<file path="src/rtl/dma_scr_pkg.sv">
package dma_scr_pkg;
  localparam int REG_W   = 32;
  localparam int CHAN_W  = 3;
  localparam int BURST_W = 2;
  localparam int BEAT_W  = 5;
  localparam int FREE_W  = 19;
  localparam int CHAN_LSB = 25;
  localparam int MB_LSB   = 23;
  localparam int PB_LSB   = 21;
  localparam int TGT_BIT  = 19;
  localparam int DBL_BIT  = 18;
  localparam int EN_BIT   = 0;

  // 00 -> 1 beat, otherwise 2 << code (4, 8, 16)
  function automatic logic [BEAT_W-1:0] burst_beats(input logic [BURST_W-1:0] code);
    if (code == '0) return BEAT_W'(1);
    return BEAT_W'(2) << code;
  endfunction
endpackage

</file>
<file path="src/rtl/scr_locked_field.sv">
module scr_locked_field #(
  parameter int W = 2
) (
  input  logic         clk,
  input  logic         rst_n,
  input  logic         load,
  input  logic         force_clr,
  input  logic [W-1:0] d,
  output logic [W-1:0] q
);
  always_ff @(posedge clk or negedge rst_n) begin
    if (!rst_n)         q <= '0;
    else if (force_clr) q <= '0;
    else if (load)      q <= d;
  end
endmodule

</file>
<file path="src/rtl/scr_target_flag.sv">
module scr_target_flag (
  input  logic clk,
  input  logic rst_n,
  input  logic sw_load,
  input  logic sw_val,
  input  logic flip,
  output logic q
);
  always_ff @(posedge clk or negedge rst_n) begin
    if (!rst_n)       q <= 1'b0;
    else if (flip)    q <= ~q;
    else if (sw_load) q <= sw_val;
  end
endmodule

</file>
<file path="src/rtl/scr_beat_decode.sv">
module scr_beat_decode
  import dma_scr_pkg::*;
(
  input  logic [BURST_W-1:0] code,
  output logic [BEAT_W-1:0]  beats
);
  assign beats = burst_beats(code);
endmodule

</file>
<file path="src/rtl/dma_stream_ctrl.sv">
module dma_stream_ctrl
  import dma_scr_pkg::*;
(
  input  logic             clk,
  input  logic             rst_n,
  input  logic             wr_en,
  input  logic [REG_W-1:0] wr_data,
  output logic [REG_W-1:0] rd_data,
  input  logic             direct_mode_i,
  input  logic             buf_done_i,
  output logic [CHAN_W-1:0] chan_o,
  output logic [BEAT_W-1:0] mem_beats_o,
  output logic [BEAT_W-1:0] per_beats_o,
  output logic             target_o,
  output logic             enable_o
);
  localparam int NSIDE = 2;

  logic [FREE_W-1:0]  free_q;
  logic [CHAN_W-1:0]  chan_q;
  logic [BURST_W-1:0] burst_q [NSIDE];
  logic [BEAT_W-1:0]  beats   [NSIDE];
  logic               tgt_q;

  // named events for the checker
  logic en_q;
  logic sw_open;
  logic burst_clear;
  logic tgt_flip;

  assign en_q        = free_q[EN_BIT];
  assign sw_open     = wr_en && !en_q;
  assign burst_clear = en_q && direct_mode_i;
  assign tgt_flip    = en_q && free_q[DBL_BIT] && buf_done_i;

  always_ff @(posedge clk or negedge rst_n) begin
    if (!rst_n)     free_q <= '0;
    else if (wr_en) free_q <= wr_data[FREE_W-1:0];
  end

  scr_locked_field #(.W(CHAN_W)) u_chan (
    .clk(clk), .rst_n(rst_n), .load(sw_open), .force_clr(1'b0),
    .d(wr_data[CHAN_LSB +: CHAN_W]), .q(chan_q)
  );

  localparam int SIDE_LSB [NSIDE] = '{MB_LSB, PB_LSB};

  for (genvar s = 0; s < NSIDE; s++) begin : g_side
    scr_locked_field #(.W(BURST_W)) u_burst (
      .clk(clk), .rst_n(rst_n), .load(sw_open), .force_clr(burst_clear),
      .d(wr_data[SIDE_LSB[s] +: BURST_W]), .q(burst_q[s])
    );
    scr_beat_decode u_dec (.code(burst_q[s]), .beats(beats[s]));
  end

  scr_target_flag u_tgt (
    .clk(clk), .rst_n(rst_n), .sw_load(sw_open),
    .sw_val(wr_data[TGT_BIT]), .flip(tgt_flip), .q(tgt_q)
  );

  assign rd_data = {4'b0000, chan_q, burst_q[0], burst_q[1], 1'b0, tgt_q, free_q};

  assign chan_o      = chan_q;
  assign mem_beats_o = beats[0];
  assign per_beats_o = beats[1];
  assign target_o    = tgt_q;
  assign enable_o    = en_q;
endmodule

</file>
<file path="config.mk">
export PLATFORM = sky130hd
export DESIGN_NAME = dma_stream_ctrl
export DESIGN_NICKNAME = d
export VERILOG_FILES = /design/src/rtl/dma_scr_pkg.sv /design/src/rtl/scr_locked_field.sv /design/src/rtl/scr_target_flag.sv /design/src/rtl/scr_beat_decode.sv /design/src/rtl/dma_stream_ctrl.sv
export SDC_FILE = /design/constraint.sdc
export NUM_CORES = 1
export LEC_CHECK = 0
export ABC_AREA = 1
export BUFFER_PORTS_ARGS = -buffer_cell sky130_fd_sc_hd__buf_4
export CAP_MARGIN = 20
export CORE_MARGIN = 5
export CORE_UTILIZATION = 30
export DETAILED_ROUTE_END_ITERATION = 7
export PLACE_DENSITY = 0.67
export SYNTH_ARGS = -nofsm -noshare
export SYNTH_HDL_FRONTEND = slang
export SYNTH_SLANG_ARGS = --single-unit
</file>
<file path="constraint.sdc">
create_clock -name clk -period 1.1 [get_ports clk]
set_clock_uncertainty 0.15 [all_clocks]
set_input_delay 0.165 -clock clk [delete_from_list [all_inputs] [get_ports clk]]
set_output_delay 0.165 -clock clk [all_outputs]
set_load 0.005 [all_outputs]
</file>
After elaboration in Yosys (flattened, before gate mapping)
Index checks and enable logic that the tools add are counted.
{"block": "word_totals", "reg_bits": 27, "input_bits": 37, "output_inout_bits": 47, "word_cells": 29}
{"block": "op_classes", "shifts": 2, "n_mux": 12, "n_bitwise": 1, "reduce_logical": 9}
{"op": "$mux 5", "count": 4}
{"op": "$shl 2x2->5 const A", "count": 2}
{"op": "$mux 2", "count": 4}
{"op": "$logic_and 1x1->1", "count": 4}
{"op": "$logic_not 2->1", "count": 2}
{"op": "$mux 1", "count": 4}
{"op": "$reduce_bool 2->1", "count": 2}
{"op": "$logic_not 1->1", "count": 1}
{"op": "$not 1->1", "count": 1}

Longest topological paths before layout
Gate-level depths: netlist (run 1).
{"block": "logic_depth", "word_depth": 4, "ltp_mapped": 6, "mapped_depth_nobuf": 5}

By module
A second synthesis (run 1) with hierarchy kept.
{"block": "hier_totals", "hier_cells": 160, "area_unflattened_um2": 1268.7}
{"module": "dma_stream_ctrl", "instances": 1, "cells_each": 98, "area_per_inst_um2": 840.8, "seq_area_each_um2": 475.5}
{"module": "scr_locked_field (g_side[0].u_burst ...)", "instances": 2, "cells_each": 10, "area_per_inst_um2": 85.1, "seq_area_each_um2": 50.0}
{"module": "scr_locked_field (u_chan)", "instances": 1, "cells_each": 14, "area_per_inst_um2": 122.6, "seq_area_each_um2": 75.1}
{"module": "scr_beat_decode", "instances": 2, "cells_each": 9, "area_per_inst_um2": 37.5, "seq_area_each_um2": 0.0}
{"module": "scr_target_flag", "instances": 1, "cells_each": 10, "area_per_inst_um2": 60.1, "seq_area_each_um2": 25.0}

Worst setup path before layout (run 1)
OpenSTA, ideal clock, no wires.
{"block": "synth_path", "path_kind": "reg2reg", "startpoint": "register free_q[0]", "endpoint": "register u_tgt.q", "setup_ns": 0.117, "arrival_time_ns": 0.809, "required_time_ns": 0.833, "setup_slack_ns": 0.024, "stages_incl_launch_ff": 7, "n_path_buf": 1, "synth_period_minus_slack_ns": 1.076, "path_cell_list": "dfrtp_1 inv_2 buf_6 nand3_1 nand2_1 nor2_1 nor2_1"}
{"block": "synth_via", "elab_chain_cells": 3, "elab_cells_between_ends": 6, "classes_between": "1 x mux; 5 x reduce/logical"}
{"element": "start: declaration", "line_no": "dma_stream_ctrl.sv:19", "text": "logic [FREE_W-1:0] free_q;"}
{"element": "start signal: assignment", "line_no": "dma_stream_ctrl.sv:38", "text": "else if (wr_en) free_q <= wr_data[FREE_W-1:0];"}
{"element": "$logic_and 1x1->1 or $logic_not 1->1 (tied branches)", "line_no": "dma_stream_ctrl.sv:34, dma_stream_ctrl.sv:32"}
{"element": "$logic_and 1x1->1, on equally long branches", "line_no": "dma_stream_ctrl.sv:34, dma_stream_ctrl.sv:32"}
{"element": "$mux 1 or $reduce_bool 2->1 (tied branches)"}
{"element": "end signal: assignment", "line_no": "scr_target_flag.sv:11", "text": "else if (flip) q <= ~q;"}
{"element": "end signal: assignment", "line_no": "scr_target_flag.sv:12", "text": "else if (sw_load) q <= sw_val;"}
{"element": "end: declaration", "line_no": "scr_target_flag.sv:7", "text": "output logic q"}
Several ways; a longest one is shown, not always the timed one.
A chain may end at the register's enable or synchronous reset.

Worst setup path after layout (run 1)
{"block": "layout_path", "startpoint": "register g_side[1].u_burst.q[1]", "endpoint": "output port per_beats_o[3]"}
{"block": "layout_via", "elab_chain_cells": 3, "elab_cells_between_ends": 4, "classes_between": "1 x shift; 2 x mux; 1 x reduce/logical"}
{"element": "start: declaration", "line_no": "scr_locked_field.sv:9", "text": "output logic [W-1:0] q"}
{"element": "start signal: assignment", "line_no": "scr_locked_field.sv:12", "text": "if (!rst_n) q <= '0;"}
{"element": "start signal: assignment", "line_no": "scr_locked_field.sv:13", "text": "else if (force_clr) q <= '0;"}
{"element": "start signal: assignment", "line_no": "scr_locked_field.sv:14", "text": "else if (load) q <= d;"}
{"element": "$logic_not 2->1", "line_no": "dma_scr_pkg.sv:16", "text": "if (code == '0) return BEAT_W'(1);"}
{"element": "$mux 1", "line_no": "dma_scr_pkg.sv:16"}
{"element": "$mux 5 *", "line_no": "dma_scr_pkg.sv:17", "text": "return BEAT_W'(2) << code;"}
{"element": "end: declaration", "line_no": "dma_stream_ctrl.sv:13", "text": "output logic [BEAT_W-1:0] per_beats_o,"}
Mark *: on every way between the ends. The rest lies on a longest branch, timed or not.

==> results of run 1 <==
## how the worst min path moves through the flow
| stage | end | slack [ns] | cells after the start |
|---|---|---|---|
| after floorplan | free_q[0] | -0.28 | 0 |
| after global placement | g_side[1].u_burst.q[1] | -0.04 | 1 |
| after detailed placement | g_side[1].u_burst.q[1] | -0.04 | 1 |
| after CTS | g_side[1].u_burst.q[1] | 0.02 | 3 |
| after global routing | g_side[1].u_burst.q[0] | 0.09 | 4 |
| final | u_tgt.q | 0.08 | 4 |
## cell families after synthesis
kind of cell | Yosys count | synth area share [%]
AND/OR/NAND/NOR | 31 | 11.4
flip-flops | 27 | 55.7
buffers and inverters | 24 | 13.1
AO/OA/AOI/OAI | 6 | 2.79
multiplexers | 18 | 16.7
other | 1 | 0.309
## routing by layer
metal / track usage [%] / up-vias / share of wire [%]
li1: - / 554 / -
met1: 14.8 / 530 / 36
met2: 24.2 / 53 / 53
met3: 3.01 / 6 / 9.2
met4: 4.63 / 0 / 1.3
met5: 0 / - / 0
## power by group
part / switching (mW) / internal (mW)
Combinational: 0.347 / 0.681
Clock: 0.317 / 0.257
Sequential: 0.120 / 1.11
Total: 0.784 / 2.05
## cells in the mapped netlist
master and number:
dfrtp_1 27, nand2_1 11, o21ai_0 5, conb_1 1, nor2_1 9, nand2_4 1, a21oi_2 1, buf_2 1
buf_6 3, buf_4 12, inv_2 1, inv_1 7, nand3_1 9, nand2_2 1, mux2_2 18
## registers in the layout, indices dropped and copies added, names as in the netlist
name / count
free_q: 19
g_side.u_burst.q: 4
u_chan.q: 3
u_tgt.q: 1
## metrics by stage
step / setup TNS (ns) / util (%) / hold WS [ns] / instance area (um^2) / worst slack (ns)
2_1_floorplan: 0 / - / -0.281 / 1230 / 0.0240
4_1_cts: -2.75 / 57.3 / 0.0210 / 2270 / -0.202
3_3_place_gp: 0 / 44.6 / -0.0449 / 1770 / 0.0462
6_report: -3.01 / 62.1 / 0.0788 / 2470 / -0.196
5_1_grt: -4.78 / 62.1 / 0.0893 / 2470 / -0.261
3_5_place_dp: 0 / 44.6 / -0.0449 / 1770 / 0.0203
## area by class of cell
| type | instances | area, um^2 |
|---|---|---|
| Sequential cell | 27 | 681 |
| Tap cell | 50 | 62.6 |
| Fill cell | 303 | 1500 |
| Timing Repair Buffer | 118 | 1130 |
| Inverter | 8 | 37.5 |
| Clock buffer | 3 | 41.3 |
| Timing Repair inverter | 1 | 6.26 |
| Clock inverter | 1 | 7.51 |
| Multi-Input combinational cell | 62 | 498 |
## timing repair
item,CTS,global route
endpoints found under the setup margin,41,50
setup buffers,7,7
hold buffers,26,1
resized for setup,39,45
cloned,1,0
hold endpoints to repair,52,1
pin swaps,3,9
## worst min-delay path, cell delays in order
cell and delay [ns]:
buf_4 0.08, nand3_1 0.09, nor2_1 0.10, nor2_1 0.05
==> metrics.md, run 1 <==
| Metric | Value |
|---|---|
| CP Capture Point | `per_beats_o[3]` |
| Total number of vias | `1,143` |
| Yosys top cell by area | `dfrtp_1` |
| GR Util All Layers | `about an eighth` |
| Slowest cell on the critical path | `dfrtp_2` |
| CP startpoint | `g_side[1].u_burst.q[1]` |
| Max IR drop VDD | `0.000496 V` |
| Clock Latency Late Sink | `0.27 ns` |
| Crit start category | `flop` |
| CP Buf/Inv Count | `2` |
| Total power | `between 2 and 3 mW` |
| Top cells by area, synth | `dfrtp_1 (56%), mux2_2 (17%), buf_4 (7.4%)` |
| DRT Pass-1 Iters | `4` |
| PwrDens | `approximately 1100 mW/mm^2` |
| Initial Utilization | `a little under a third` |
| CTS clk-pin slew, worst paths | `0.10 ns` |
| Worst r2r dst | `g_side[0].u_burst.q[0]` |
| CP Capture Type | `output pin` |
| CP Depth | `3` |
| Layout cell share with drive strength beyond 1 | `about two thirds` |
| Critical path class | `reg2out` |
| Hpwl dp | `2280 um` |
| Global-route wire length before repair | `about 5600 um` |
| Commonest non-fill, non-tap cell in the layout | `buf_4` |
| Nets | `258` |
| Vias per inst | `between 4 and 5` |
| CTS tree | `yes` |
| Average instance area after synthesis | `~11 um^2` |
| I/O pin count | `between 80 and 90` |
| Fmax | `roughly 770 MHz` |
| Most frequent cells in the layout | `buf_4 (49), buf_6 (40), dlygate4sd3_1 (25)` |
| Failing checks | `negative setup slack` |
| Area Growth Syn to Fin | `104%` |
| Grt total ovfl | `0` |
| CORE AREA | `between 0.003 and 0.004 mm^2` |
| #FFs+latches synth | `27` |
| Final setup vio count | `40` |
| H-tree levels | `1` |
| Synthesized instance count | `around 110` |
| Synthesized area | `~0.0012 mm^2` |
| Post-synth top area share | `55.7%` |
| Pins Over Slew Limit | `0` |
| Crit path DAT | `between 0.9 and 1 ns` |
| Initial antenna violation count | `0` |
| Final Hold Vio Count | `0` |
| Port bufs | `between 70 and 80` |
| CTS Buf Count | `3` |
| Yosys warns | `0` |
| Worst Path Max Fanout | `5` |
| Required time of the critical path | `around 0.78 ns` |
| Vias in the first global route | `approximately 1,200` |
| Library cells used by synthesis | `15` |
| Maximum Capacitance Violations | `0` |
| Die height | `73.6 um` |
| Hold path start | `buf_done_i` |
| # DRC | `0` |
| Final WS setup | `-0.196 ns` |
| Sink Count | `27` |
| Worst reg-to-reg path cell count | `5` |
| Routability cong. | `approximately 0.79` |
| Final worst-path cycle share | `118%` |
| Largest buffer count on any clock path | `2` |
| ANT cells | `0` |
| Die Span X | `about 74 um` |
| Worst path top cell family by delay | `flip-flops` |
| Initial drt markers | `between 40 and 50` |
| Largest net degree at the start of global routing | `28` |
| CP max stage delay | `~0.47 ns` |
| WL final | `around 3800 um` |
| Unrepaired setup endpoints after global routing | `yes` |
| HP Class | `in2reg` |
| Placed Cells | `about 220` |
| Final cell count without fillers | `270` |
| Lkg Pwr | `1.20 nW` |
| Site row count | `23` |
| R2R Setup Slk | `-0.03 ns` |
| Status | `finished, violations left` |
| Worst r2r src | `free_q[0]` |
| Post-DRT Antenna Nets | `0` |
| Crit path time final | `around 1.3 ns` |
| Root buffer cell | `clkbuf_8` |
| Post-DR wirelength/cell | `between 10 and 15 um` |
| Crit path cell chain | `inv_2, nor2_1, buf_4` |
| Seq/Total Area, Yosys | `55.7%` |
| Full die area | `roughly 0.0054 mm^2` |
(Power assumes the default switching activity.)
==> run 2, diff against run 1 <==
--- a/config.mk
+++ b/config.mk
@@ -9,4 +9,5 @@
 export BUFFER_PORTS_ARGS = -buffer_cell sky130_fd_sc_hd__buf_4
 export CAP_MARGIN = 20
+export CORE_ASPECT_RATIO = 0.8
 export CORE_MARGIN = 5
 export CORE_UTILIZATION = 30
==> constraint.sdc (replaced) <==
create_clock -name clk -period 1.6 [get_ports clk]
set_clock_uncertainty 0.15 [all_clocks]
set_input_delay 0.24 -clock clk [delete_from_list [all_inputs] [get_ports clk]]
set_output_delay 0.24 -clock clk [all_outputs]
set_load 0.05 [all_outputs]
==> run 2 against run 1 <==
Effect of this change: the run now ends clean; sequential cell count unchanged; worst hold slack worse by 0.035 ns; power fell by 25%; utilization decreased by 16 points; via count down 16%; register-to-register slack better by 0.44 ns; sequential power down 33%; critical path depth did not move; critical endpoint is now mem_beats_o[2]; global-route usage shrank 1.0 points; worst setup slack improved by 0.31 ns; sequential share of layout area is 10 points higher.
==> metrics.md, run 2 (synthesized netlist as in run 1, its figures left out) <==
| Metric | Value |
|---|---|
| Crit path time final | `around 1.5 ns` |
| Grt total ovfl | `0 (unchanged)` |
| GR Util All Layers | `12.2% (-1.0 points)` |
| Full die area | `0.00542 mm^2 (+0.15%)` |
| Vias in the first global route | `1,058 (-14%)` |
| Vias per inst | `4.23 (about the same)` |
| Most frequent cells in the layout | `buf_4 (71), dfrtp_1 (27), mux2_2 (18)` |
| Layout cell share with drive strength beyond 1 | `59.5% (-7.7 points)` |
| Fmax | `~670 MHz` |
| PwrDens | `1190 mW/mm^2 (+4.0%)` |
| CTS tree | `yes` |
| Max reg flops | `19 (unchanged)` |
| Net load switching power | `0.914 mW (+17%)` |
| Sw frac | `42.9% (+15 points)` |
| Area Growth Syn to Fin | `47.2%` |
| CP Capture Type | `output pin` |
| Hpwl dp | `2440 um (+6.9%)` |
| Resized Gates After CTS | `0 (-100%)` |
| Number of setup buffers added after CTS | `0 (-7)` |
| Clock share of power | `17.8% (-2.5 points)` |
| Sink Count | `27 (unchanged)` |
| Total number of vias | `965 (-16%)` |
| Worst Path Max Fanout | `5 (unchanged)` |
| Max IR drop VDD | `0.000647 V (+31%)` |
| Largest regs | `free_q x19, g_side.u_burst.q x4, u_chan.q x3` |
| Clock Latency Late Sink | `0.27 ns (about the same)` |
| DRT Pass-1 Iters | `2 (-2)` |
| CORE AREA | `0.00385 mm^2 (-3.0%)` |
| Site row count | `20 (-13%)` |
| Pins Over Slew Limit | `0 (unchanged)` |
| Placed Cells | `223 (-0.45%)` |
| H-tree levels | `1 (unchanged)` |
| Lkg Pwr | `0.918 nW (-24%)` |
| Hold Path Cell Cnt | `3 (-1)` |
| Pint | `1.22 mW (-41%)` |
| Post-DR wirelength/cell | `13.4 um (-4.1%)` |
| CTS clk-pin slew, worst paths | `0.09 ns (about the same)` |
| Post-DRT Antenna Nets | `0 (unchanged)` |
| Crit start category | `flop` |
| Worst reg-to-reg path cell count | `4 (-1)` |
| Largest buffer count on any clock path | `2 (unchanged)` |
| HP Class | `in2reg` |
| Unrepaired setup endpoints after global routing | `no` |
| Seq pwr share | `38.9% (-4.6 points)` |
| # DRC | `0 (unchanged)` |
| Initial drt markers | `26 (-37%)` |
| Root buffer cell | `clkbuf_8` |
| I/O pin count | `84 (unchanged)` |
| Initial antenna violation count | `0 (unchanged)` |
| Global-route wire length before repair | `5000 um (-9.9%)` |
| Commonest non-fill, non-tap cell in the layout | `buf_4` |
| Crit path DAT | `1.09 ns (+0.11 ns)` |
| Critical path class | `reg2out` |
| Final worst-path cycle share | `approximately 93%` |
| Status | `complete, no violations` |
| Die Span X | `81.1 um (+10%)` |
| Comb pwr share | `43.4% (+7.1 points)` |
| Final cell count without fillers | `228 (-16%)` |
| Setup_tns | `0 ns (+3.01 ns)` |
| Final setup vio count | `0 (-100%)` |
| Total power | `2.13 mW (-25%)` |
| Required time of the critical path | `1.21 ns (+0.43 ns)` |
| Final Hold Vio Count | `0 (unchanged)` |
| Routability cong. | `0.811 (+3.3%)` |
| WL final | `3060 um (-19%)` |
| Die height | `66.9 um (-9.1%)` |
| Maximum Capacitance Violations | `0 (unchanged)` |
| Reg with most FFs | `free_q` |
| ANT cells | `0 (unchanged)` |
| Initial Utilization | `31.5% (+0.93 points)` |
| Nets | `211 (-18%)` |
| Port bufs | `71 (unchanged)` |
| Largest net degree at the start of global routing | `31 (+11%)` |
| CTS Buf Count | `3 (unchanged)` |
==> run 2: area by class of cell <==
cell class | count | area, um^2
clock inverters | 1 | 5.00
inverters | 8 | 30.0
fillers | 378 | 2070
clock buffers | 3 | 41.3
flip-flops and latches | 27 | 676
multi-input cells | 62 | 420
repair buffers | 72 | 543
well taps | 55 | 68.8
==> run 2: layer usage <==
layer	vias to the layer above	part of all wire [%]	global-route usage (%)	wire, um
li1	458	-	-	-
met1	464	37	13.5	1140
met2	39	54	22.2	1660
met3	4	7.0	3.65	215
met4	0	1.4	3.80	42
met5	-	0	0	0
==> run 2: worst paths after layout <==
check | startpoint | to | slack [ns]
min | wr_data[0] | free_q[0] | 0.04
max in group asynchronous | rst_n | g_side[0].u_burst.q[0] | 0.78
min in group asynchronous | rst_n | free_q[15] | 0.26
max | g_side[0].u_burst.q[0] | mem_beats_o[2] | 0.12
min reg2reg | u_chan.q[2] | u_chan.q[2] | 0.36
max reg2reg | free_q[0] | g_side[1].u_burst.q[1] | 0.41
==> run 2: power groups by stage <==
| stage | clock network, mW | logic [mW] | registers, mW |
|---|---|---|---|
| finish | 0.378 | 0.924 | 0.827 |
| global route | 0.428 | 0.969 | 0.844 |
| CTS | 0.398 | 0.934 | 0.830 |
| detailed placement | 0 | 0.932 | 0.843 |
| global placement | 0 | 0.921 | 0.834 |
| floorplan | 0 | 0.392 | 1.11 |
==> run 2: through the flow <==
stage	setup slack, ns	area, um^2	hold WS [ns]	util (%)
global route	0.0120	1780	0.0314	46.3
floorplan	-0.0643	1250	-0.206	-
global placement	0.385	1730	0.0169	44.8
finish	0.115	1780	0.0436	46.3
CTS	0.0966	1780	0.0376	46.3
detailed placement	0.355	1730	0.0313	44.8
==> run 2: critical path, cell delays in order, from the launching register on <==
cell and delay [ns]:
dfrtp_1 0.46, inv_1 0.10, nor2_2 0.08, buf_4 0.19
==> run 2: timing repair <==
action / 4_1_cts / 5_1_grt
endpoints found under the setup margin: 0 / 0
hold buffers: 1 / 0
hold endpoints to repair: 27 / 0
